### src/rtl/tmr_cc_pkg.sv
package tmr_cc_pkg;
   localparam int ADDR_W  = 3;
   localparam int MODE_W  = 4;
   localparam int NUM_GR  = 2;
   localparam int BUF_BIT = 2 * MODE_W;

   localparam logic [ADDR_W-1:0] ADR_CNT  = 3'd0;
   localparam logic [ADDR_W-1:0] ADR_GRA  = 3'd1;
   localparam logic [ADDR_W-1:0] ADR_GRC  = 3'd2;
   localparam logic [ADDR_W-1:0] ADR_CTRL = 3'd3;
   localparam logic [ADDR_W-1:0] ADR_FLAG = 3'd4;

   typedef struct packed {
      logic       is_cap;
      logic       out_en;
      logic       init_lvl;
      logic [1:0] act;
      logic       use_nbr;
      logic       both;
      logic       falling;
   } mode_dec_t;

   function automatic mode_dec_t decode_mode(logic [MODE_W-1:0] m);
      mode_dec_t d;
      d.is_cap   = m[3];
      d.out_en   = !m[3] && (m[1:0] != 2'b00);
      d.init_lvl = m[2];
      d.act      = m[1:0];
      d.use_nbr  = m[3] && m[2];
      d.both     = m[1];
      d.falling  = m[0];
      return d;
   endfunction
endpackage

### src/rtl/tmr_cc_edge_det.sv
module tmr_cc_edge_det #(
   parameter int STAGES = 2
) (
   input  logic clk_i,
   input  logic rst_ni,
   input  logic pin_i,
   output logic rise_o,
   output logic fall_o
);
   if (STAGES < 2) begin : g_bad_stages
      $error("tmr_cc_edge_det: STAGES must be at least 2");
   end

   logic [STAGES-1:0] sync_q;
   logic              prev_q;

   always_ff @(posedge clk_i or negedge rst_ni) begin
      if (!rst_ni) begin
         sync_q <= '0;
         prev_q <= 1'b0;
      end else begin
         sync_q <= {sync_q[STAGES-2:0], pin_i};
         prev_q <= sync_q[STAGES-1];
      end
   end

   assign rise_o =  sync_q[STAGES-1] && !prev_q;
   assign fall_o = !sync_q[STAGES-1] &&  prev_q;
endmodule

### src/rtl/tmr_cc_gr_unit.sv
module tmr_cc_gr_unit
   import tmr_cc_pkg::*;
#(
   parameter int CNT_W       = 16,
   parameter int SYNC_STAGES = 2
) (
   input  logic              clk_i,
   input  logic              rst_ni,
   input  logic [MODE_W-1:0] mode_i,
   input  logic              mode_wr_i,
   input  logic [MODE_W-1:0] mode_new_i,
   input  logic              suppress_i,
   input  logic [CNT_W-1:0]  cnt_i,
   input  logic              cnt_en_i,
   input  logic              pin_i,
   input  logic              nbr_i,
   input  logic              reg_wr_i,
   input  logic [CNT_W-1:0]  reg_wdata_i,
   input  logic              alt_ld_i,
   input  logic [CNT_W-1:0]  alt_data_i,
   input  logic              flag_clr_i,
   output logic [CNT_W-1:0]  reg_o,
   output logic              pin_o,
   output logic              flag_o,
   output logic              match_o,
   output logic              cap_o
);
   mode_dec_t        dec, dec_new;
   logic             rise, fall, trig;
   logic [CNT_W-1:0] reg_q;
   logic             pin_q, flag_q;

   tmr_cc_edge_det #(.STAGES(SYNC_STAGES)) edge_i (
      .clk_i (clk_i),
      .rst_ni(rst_ni),
      .pin_i (pin_i),
      .rise_o(rise),
      .fall_o(fall)
   );

   always_comb begin
      dec     = decode_mode(mode_i);
      dec_new = decode_mode(mode_new_i);
      if (dec.use_nbr)   trig = nbr_i;
      else if (dec.both) trig = rise || fall;
      else               trig = dec.falling ? fall : rise;
   end

   assign match_o = !suppress_i && !dec.is_cap && cnt_en_i && (cnt_i == reg_q);
   assign cap_o   = !suppress_i &&  dec.is_cap && trig;

   always_ff @(posedge clk_i or negedge rst_ni) begin
      if (!rst_ni) begin
         reg_q  <= '0;
         pin_q  <= 1'b0;
         flag_q <= 1'b0;
      end else begin
         if (reg_wr_i)      reg_q <= reg_wdata_i;
         else if (cap_o)    reg_q <= cnt_i;
         else if (alt_ld_i) reg_q <= alt_data_i;

         if (match_o || cap_o) flag_q <= 1'b1;
         else if (flag_clr_i)  flag_q <= 1'b0;

         if (mode_wr_i) begin
            pin_q <= dec_new.out_en && dec_new.init_lvl;
         end else if (match_o && dec.out_en) begin
            case (dec.act)
               2'b01:   pin_q <= 1'b0;
               2'b10:   pin_q <= 1'b1;
               default: pin_q <= !pin_q;
            endcase
         end
      end
   end

   assign reg_o  = reg_q;
   assign pin_o  = pin_q && dec.out_en;
   assign flag_o = flag_q;
endmodule

### src/rtl/tmr_cc_channel.sv
module tmr_cc_channel
   import tmr_cc_pkg::*;
#(
   parameter int CNT_W       = 16,
   parameter int SYNC_STAGES = 2
) (
   input  logic              clk_i,
   input  logic              rst_ni,
   input  logic              wr_en_i,
   input  logic [2:0]        wr_addr_i,
   input  logic [CNT_W-1:0]  wr_data_i,
   input  logic [2:0]        rd_addr_i,
   output logic [CNT_W-1:0]  rd_data_o,
   input  logic              cnt_en_i,
   input  logic              cap_pin_a_i,
   input  logic              cap_pin_c_i,
   input  logic              nbr_cnt_pulse_i,
   output logic              cmp_pin_a_o,
   output logic              cmp_pin_c_o,
   output logic              flag_a_o,
   output logic              flag_c_o
);
   localparam int CTRL_W = BUF_BIT + 1;

   if (CNT_W < CTRL_W) begin : g_bad_width
      $error("tmr_cc_channel: CNT_W too narrow for control register");
   end

   logic [CNT_W-1:0]  cnt_q;
   logic              buf_q;
   logic [MODE_W-1:0] mode_q   [NUM_GR];
   logic [CNT_W-1:0]  gr_q     [NUM_GR];
   logic              match    [NUM_GR];
   logic              cap      [NUM_GR];
   logic              pin      [NUM_GR];
   logic              flag     [NUM_GR];
   logic              alt_ld   [NUM_GR];
   logic [CNT_W-1:0]  alt_data [NUM_GR];
   logic              suppress [NUM_GR];
   logic              cap_pin  [NUM_GR];
   logic              ctrl_wr, flag_wr;

   assign ctrl_wr = wr_en_i && (wr_addr_i == ADR_CTRL);
   assign flag_wr = wr_en_i && (wr_addr_i == ADR_FLAG);

   always_ff @(posedge clk_i or negedge rst_ni) begin
      if (!rst_ni) begin
         cnt_q <= '0;
         buf_q <= 1'b0;
      end else begin
         if (wr_en_i && (wr_addr_i == ADR_CNT)) cnt_q <= wr_data_i;
         else if (cnt_en_i)                     cnt_q <= cnt_q + 1'b1;
         if (ctrl_wr) buf_q <= wr_data_i[BUF_BIT];
      end
   end

   // Buffer pairing: A reloads from C on match, C takes old A on capture.
   assign alt_ld[0]   = buf_q && match[0];
   assign alt_data[0] = gr_q[1];
   assign alt_ld[1]   = buf_q && cap[0];
   assign alt_data[1] = gr_q[0];
   assign suppress[0] = 1'b0;
   assign suppress[1] = buf_q;
   assign cap_pin[0]  = cap_pin_a_i;
   assign cap_pin[1]  = cap_pin_c_i;

   for (genvar g = 0; g < NUM_GR; g++) begin : g_gr
      logic [MODE_W-1:0] mode_new;
      assign mode_new = wr_data_i[g*MODE_W +: MODE_W];

      always_ff @(posedge clk_i or negedge rst_ni) begin
         if (!rst_ni)      mode_q[g] <= '0;
         else if (ctrl_wr) mode_q[g] <= mode_new;
      end

      tmr_cc_gr_unit #(.CNT_W(CNT_W), .SYNC_STAGES(SYNC_STAGES)) unit_i (
         .clk_i      (clk_i),
         .rst_ni     (rst_ni),
         .mode_i     (mode_q[g]),
         .mode_wr_i  (ctrl_wr),
         .mode_new_i (mode_new),
         .suppress_i (suppress[g]),
         .cnt_i      (cnt_q),
         .cnt_en_i   (cnt_en_i),
         .pin_i      (cap_pin[g]),
         .nbr_i      (nbr_cnt_pulse_i),
         .reg_wr_i   (wr_en_i && (wr_addr_i == ((g == 0) ? ADR_GRA : ADR_GRC))),
         .reg_wdata_i(wr_data_i),
         .alt_ld_i   (alt_ld[g]),
         .alt_data_i (alt_data[g]),
         .flag_clr_i (flag_wr && !wr_data_i[g]),
         .reg_o      (gr_q[g]),
         .pin_o      (pin[g]),
         .flag_o     (flag[g]),
         .match_o    (match[g]),
         .cap_o      (cap[g])
      );
   end

   assign cmp_pin_a_o = pin[0];
   assign cmp_pin_c_o = pin[1];
   assign flag_a_o    = flag[0];
   assign flag_c_o    = flag[1];

   always_comb begin
      rd_data_o = '0;
      case (rd_addr_i)
         ADR_CNT:  rd_data_o = cnt_q;
         ADR_GRA:  rd_data_o = gr_q[0];
         ADR_GRC:  rd_data_o = gr_q[1];
         ADR_CTRL: rd_data_o[CTRL_W-1:0] = {buf_q, mode_q[1], mode_q[0]};
         ADR_FLAG: rd_data_o[1:0] = {flag[1], flag[0]};
         default:  rd_data_o = '0;
      endcase
   end
endmodule

### config.mk
export PLATFORM = sky130hd
export DESIGN_NAME = tmr_cc_channel
export DESIGN_NICKNAME = d
export VERILOG_FILES = /design/src/rtl/tmr_cc_pkg.sv /design/src/rtl/tmr_cc_edge_det.sv /design/src/rtl/tmr_cc_gr_unit.sv /design/src/rtl/tmr_cc_channel.sv
export SDC_FILE = /design/constraint.sdc
export NUM_CORES = 1
export LEC_CHECK = 0
export BUFFER_PORTS_ARGS = -buffer_cell sky130_fd_sc_hd__buf_2
export CAP_MARGIN = 15
export CORE_ASPECT_RATIO = 2
export CORE_UTILIZATION = 30
export DETAILED_ROUTE_END_ITERATION = 10
export HOLD_SLACK_MARGIN = 0.1
export SLEW_MARGIN = 0
export SYNTH_ARGS = -nofsm -noshare
export SYNTH_HDL_FRONTEND = slang
export SYNTH_SLANG_ARGS = --single-unit
### constraint.sdc
create_clock -name clk_i -period 7.3 [get_ports clk_i]
set_clock_uncertainty 0.05 [all_clocks]
set_input_delay 2.19 -clock clk_i [delete_from_list [all_inputs] [get_ports clk_i]]
set_output_delay 2.19 -clock clk_i [all_outputs]
set_load 0.1 [all_outputs]
==> results.py <==
metrics = {
    "power_and_ir_drop": {
        "p_int_mw": 1.17,
        "sw_frac_of_total": 0.435,
        "pwr-share-comb": 0.405,
        "irDropWorstVdd_v": 0.000192,
        "clock_power_share": 0.227,
        "switchingPower_mw": 0.899,
        "p_per_area_nw_per_um2": 396,
        "seqPwrFrac": 0.367,
        "leakage_nw": 2.20,
    },
    "sta": {
        "hold_viol": 0,
        "setup_tns_ns": 0,
        "min_period_ns": 6.05,
        "slew_headroom": 0.231,
        "fmax_mhz": 165,
        "finalCritPeriodShare": 0.828,
        "worst_pin_slew_ns": 1.15,
        "setup_viol": 0,
        "rsz0062_at_grt": "false",
        "hold_slack_ns": 0.304,
        "slew_violations": 0,
    },
    "drt": {
        "avgViaCountPerCell": 5.47,
        "wl_per_cell_um": 19.8,
        "drc": 0,
        "final_antenna_net_count": 0,
        "totalWireLength_mm": 14.2,
        "drt_first_pass_iters": 5,
        "dr_total_vias": 3913,
        "detail_route.iter0.violations": 342,
    },
    "job": {
        "maxCapViolCount": 0,
    },
    "floorplan": {
        "core_area_um2": 14800,
        "fp.dieW_um": 89.3,
        "num_rows": 63,
        "start_util": 0.308,
        "die_h_um": 177,
        "pin_count": 49,
        "dieArea_um2": 15800,
    },
    "clocking": {
        "cts_setup_buffers": 0,
        "cts_tree": "done",
        "cts.root.buffer_cell": "clkbuf_16",
        "numCtsBuffers": 9,
        "cts_resized": 0,
        "clk_pin_slew_ns": 0.06,
        "cts_max_level": 3,
        "ctsHoldBuffers": 0,
        "clk_latency_ns": 0.34,
        "cts_max_path_buffers": 2,
        "cts_num_sinks": 67,
    },
    "global_route": {
        "first_global_vias": 3965,
        "track_usage": 0.191,
        "grt_first_pass_wirelength_mm": 22.1,
        "antenna_found_initial": 0,
        "grt_max_degree": 68,
        "grt.overflow.total": 0,
    },
    "place": {
        "dp.cells": 699,
        "place.gp.congestion": 0.871,
        "dpl.hpwl_mm": 9.95,
        "numPortBuffers": 48,
    },
    "finish": {
        "syn_to_final_growth_pct": 14.0,
        "antenna_cells": 0,
        "nFillCells": 1601,
        "layout.nets": 553,
        "final_cells": 715,
        "drive_above_1_share": 0.212,
    },
    "setup_path": {
        "crit_path_start_kind": "input pin",
        "worstSetupPathType": "in -> out",
        "worstPathArrival_ns": 3.81,
        "crit_path_end_kind": "output pin",
        "worst-path-max-fanout": 22,
        "required_ns": 5.06,
    },
    "synth": {
        "ys.flop_type": "dfrtp_1",
        "synth_area_um2": 4570,
        "synth_top_area_frac": 0.367,
        "synth-edff-count": 0,
        "syn_avg_cell_area_um2": 9.27,
        "yosys_warnings": 0,
        "synthCells": 493,
        "netlist-cell-type-count": 45,
        "ys_ff_latch": 67,
        "netlist_top_cells_area": "dfrtp_1 (37%), xnor2_1 (6.3%), mux2i_1 (5.7%)",
        "synth.largest_area_cell": "dfrtp_1",
        "async_flop_share": 1.00,
        "syn-num-nets": 531,
        "ys_seq_area_frac": 0.367,
    },
    "run_status": {
        "status": "finished, final reports clean",
    },
    "hold_path": {
        "hp-class": "reg -> reg",
    },
}
## critical path, stage by stage
cell	delay, ns
buf_2	0.42
nor2b_1	0.51
a21oi_1	0.13
nor2_1	0.11
buf_2	0.43
## worst paths after layout
check | start | to | slack [ns] | cells after the start
setup / recovery | rd_addr_i[1] | rd_data_o[14] | 1.25 | 5
hold / removal | g_gr[1].unit_i.edge_i.sync_q[0] | g_gr[1].unit_i.edge_i.sync_q[1] | 0.30 | 0
setup reg to reg | cnt_q[15] | g_gr[0].unit_i.reg_o[0] | 4.26 | 5
hold reg to reg | g_gr[1].unit_i.edge_i.sync_q[0] | g_gr[1].unit_i.edge_i.sync_q[1] | 0.30 | 0
max in group asynchronous | rst_ni | cnt_q[8] | 4.59 | 2
min in group asynchronous | rst_ni | mode_q[4] | 2.00 | 2
## registers in the layout, indices dropped and copies added, names as in the netlist
register and cells:
buf_q 1, cnt_q 16, g_gr.unit_i.edge_i.prev_q 2, g_gr.unit_i.edge_i.sync_q 4
g_gr.unit_i.flag_o 2, g_gr.unit_i.pin_q 2, g_gr.unit_i.reg_o 32, mode_q 8
## final cells by class
type / count / area, µm² / area share
sequential: 67 / 1680 / 0.322
multi-input combinational: 372 / 2640 / 0.507
tap: 195 / 244 / 0.0469
inverter: 11 / 41.3 / 0.00793
timing repair buffer: 54 / 285 / 0.0548
clock buffer: 10 / 229 / 0.0440
clock inverter: 6 / 90.1 / 0.0173
## cell families after synthesis
| logic type | share of synthesized area |
|---|---|
| muxes | 0.167 |
| AOI/OAI and AO/OA | 0.117 |
| and+or+nand+nor | 0.179 |
| xor gates and xnor gates | 0.0901 |
| DFF | 0.367 |
| adders and majority gates | 0.0247 |
| buffers and inverters | 0.0551 |
## metal layers
| metal | track usage | vias up | routed length, µm | share of wire |
|---|---|---|---|---|
| met5 | 0 | - | 0 | 0 |
| met4 | 0.121 | 0 | 649 | 0.046 |
| met3 | 0.0234 | 42 | 591 | 0.042 |
| met2 | 0.335 | 152 | 7690 | 0.54 |
| met1 | 0.210 | 1942 | 5230 | 0.37 |
| li1 | - | 1777 | - | - |
## layout by cell type (no fill, tap or decap), types with 2 or more instances in the layout
master | netlist | routed
dfrtp_1 | 67 | 67
nand2_1 | 48 | 48
buf_2 | 15 | 48
nor2_1 | 44 | 44
o21ai_0 | 35 | 35
xnor2_1 | 33 | 33
nand3_1 | 29 | 29
mux2i_1 | 26 | 26
a31oi_1 | 19 | 19
a22oi_1 | 17 | 17
mux2_2 | 16 | 16
xor2_1 | 14 | 14
nand4_1 | 12 | 12
inv_1 | 11 | 11
mux2_4 | 11 | 11
and2_1 | 9 | 9
ha_1 | 9 | 9
clkbuf_16 | 0 | 9
a21oi_1 | 8 | 8
mux4_2 | 7 | 7
buf_4 | 1 | 6
nor2b_1 | 3 | 3
nand3b_1 | 3 | 3
nor3_1 | 3 | 3
nor4_1 | 3 | 3
o22ai_1 | 2 | 2
nor3b_1 | 2 | 2
and3_1 | 2 | 2
a21o_1 | 2 | 2
or4b_2 | 2 | 2
o211ai_1 | 2 | 2
clkinv_4 | 0 | 2
bufinv_16 | 0 | 2
## Yosys cell counts (3+ instances only)
cell type / n
o21ai_0: 35
dfrtp_1: 67
clkbuf_1: 23
inv_1: 11
ha_1: 9
nor3_1: 3
nand3b_1: 3
a22oi_1: 17
mux2_2: 16
xnor2_1: 33
and2_1: 9
mux4_2: 7
mux2_4: 11
nor2_1: 44
xor2_1: 14
nand4_1: 12
nor4_1: 3
nor2b_1: 3
nand3_1: 29
a21oi_1: 8
mux2i_1: 26
a31oi_1: 19
nand2_1: 48
buf_2: 15
## through the flow
stage | setup WS (ns) | power, mW | util | cell area [µm²]
floorplan | 0.639 | 1.37 | - | 4570
global placement | 1.34 | 1.56 | 0.330 | 4890
detailed placement | 1.28 | 1.59 | 0.330 | 4890
CTS | 1.26 | 2.06 | 0.351 | 5210
global route | 1.08 | 2.17 | 0.351 | 5210
finish | 1.25 | 2.06 | 0.351 | 5210
## power groups by stage
stage	combinational (mW)	clock [mW]	sequential (mW)
6_report	0.837	0.469	0.758
5_1_grt	0.903	0.487	0.776
4_1_cts	0.839	0.474	0.749
3_5_place_dp	0.833	0	0.756
3_3_place_gp	0.816	0	0.746
2_1_floorplan	0.744	0	0.630
(Power assumes the default switching activity.)
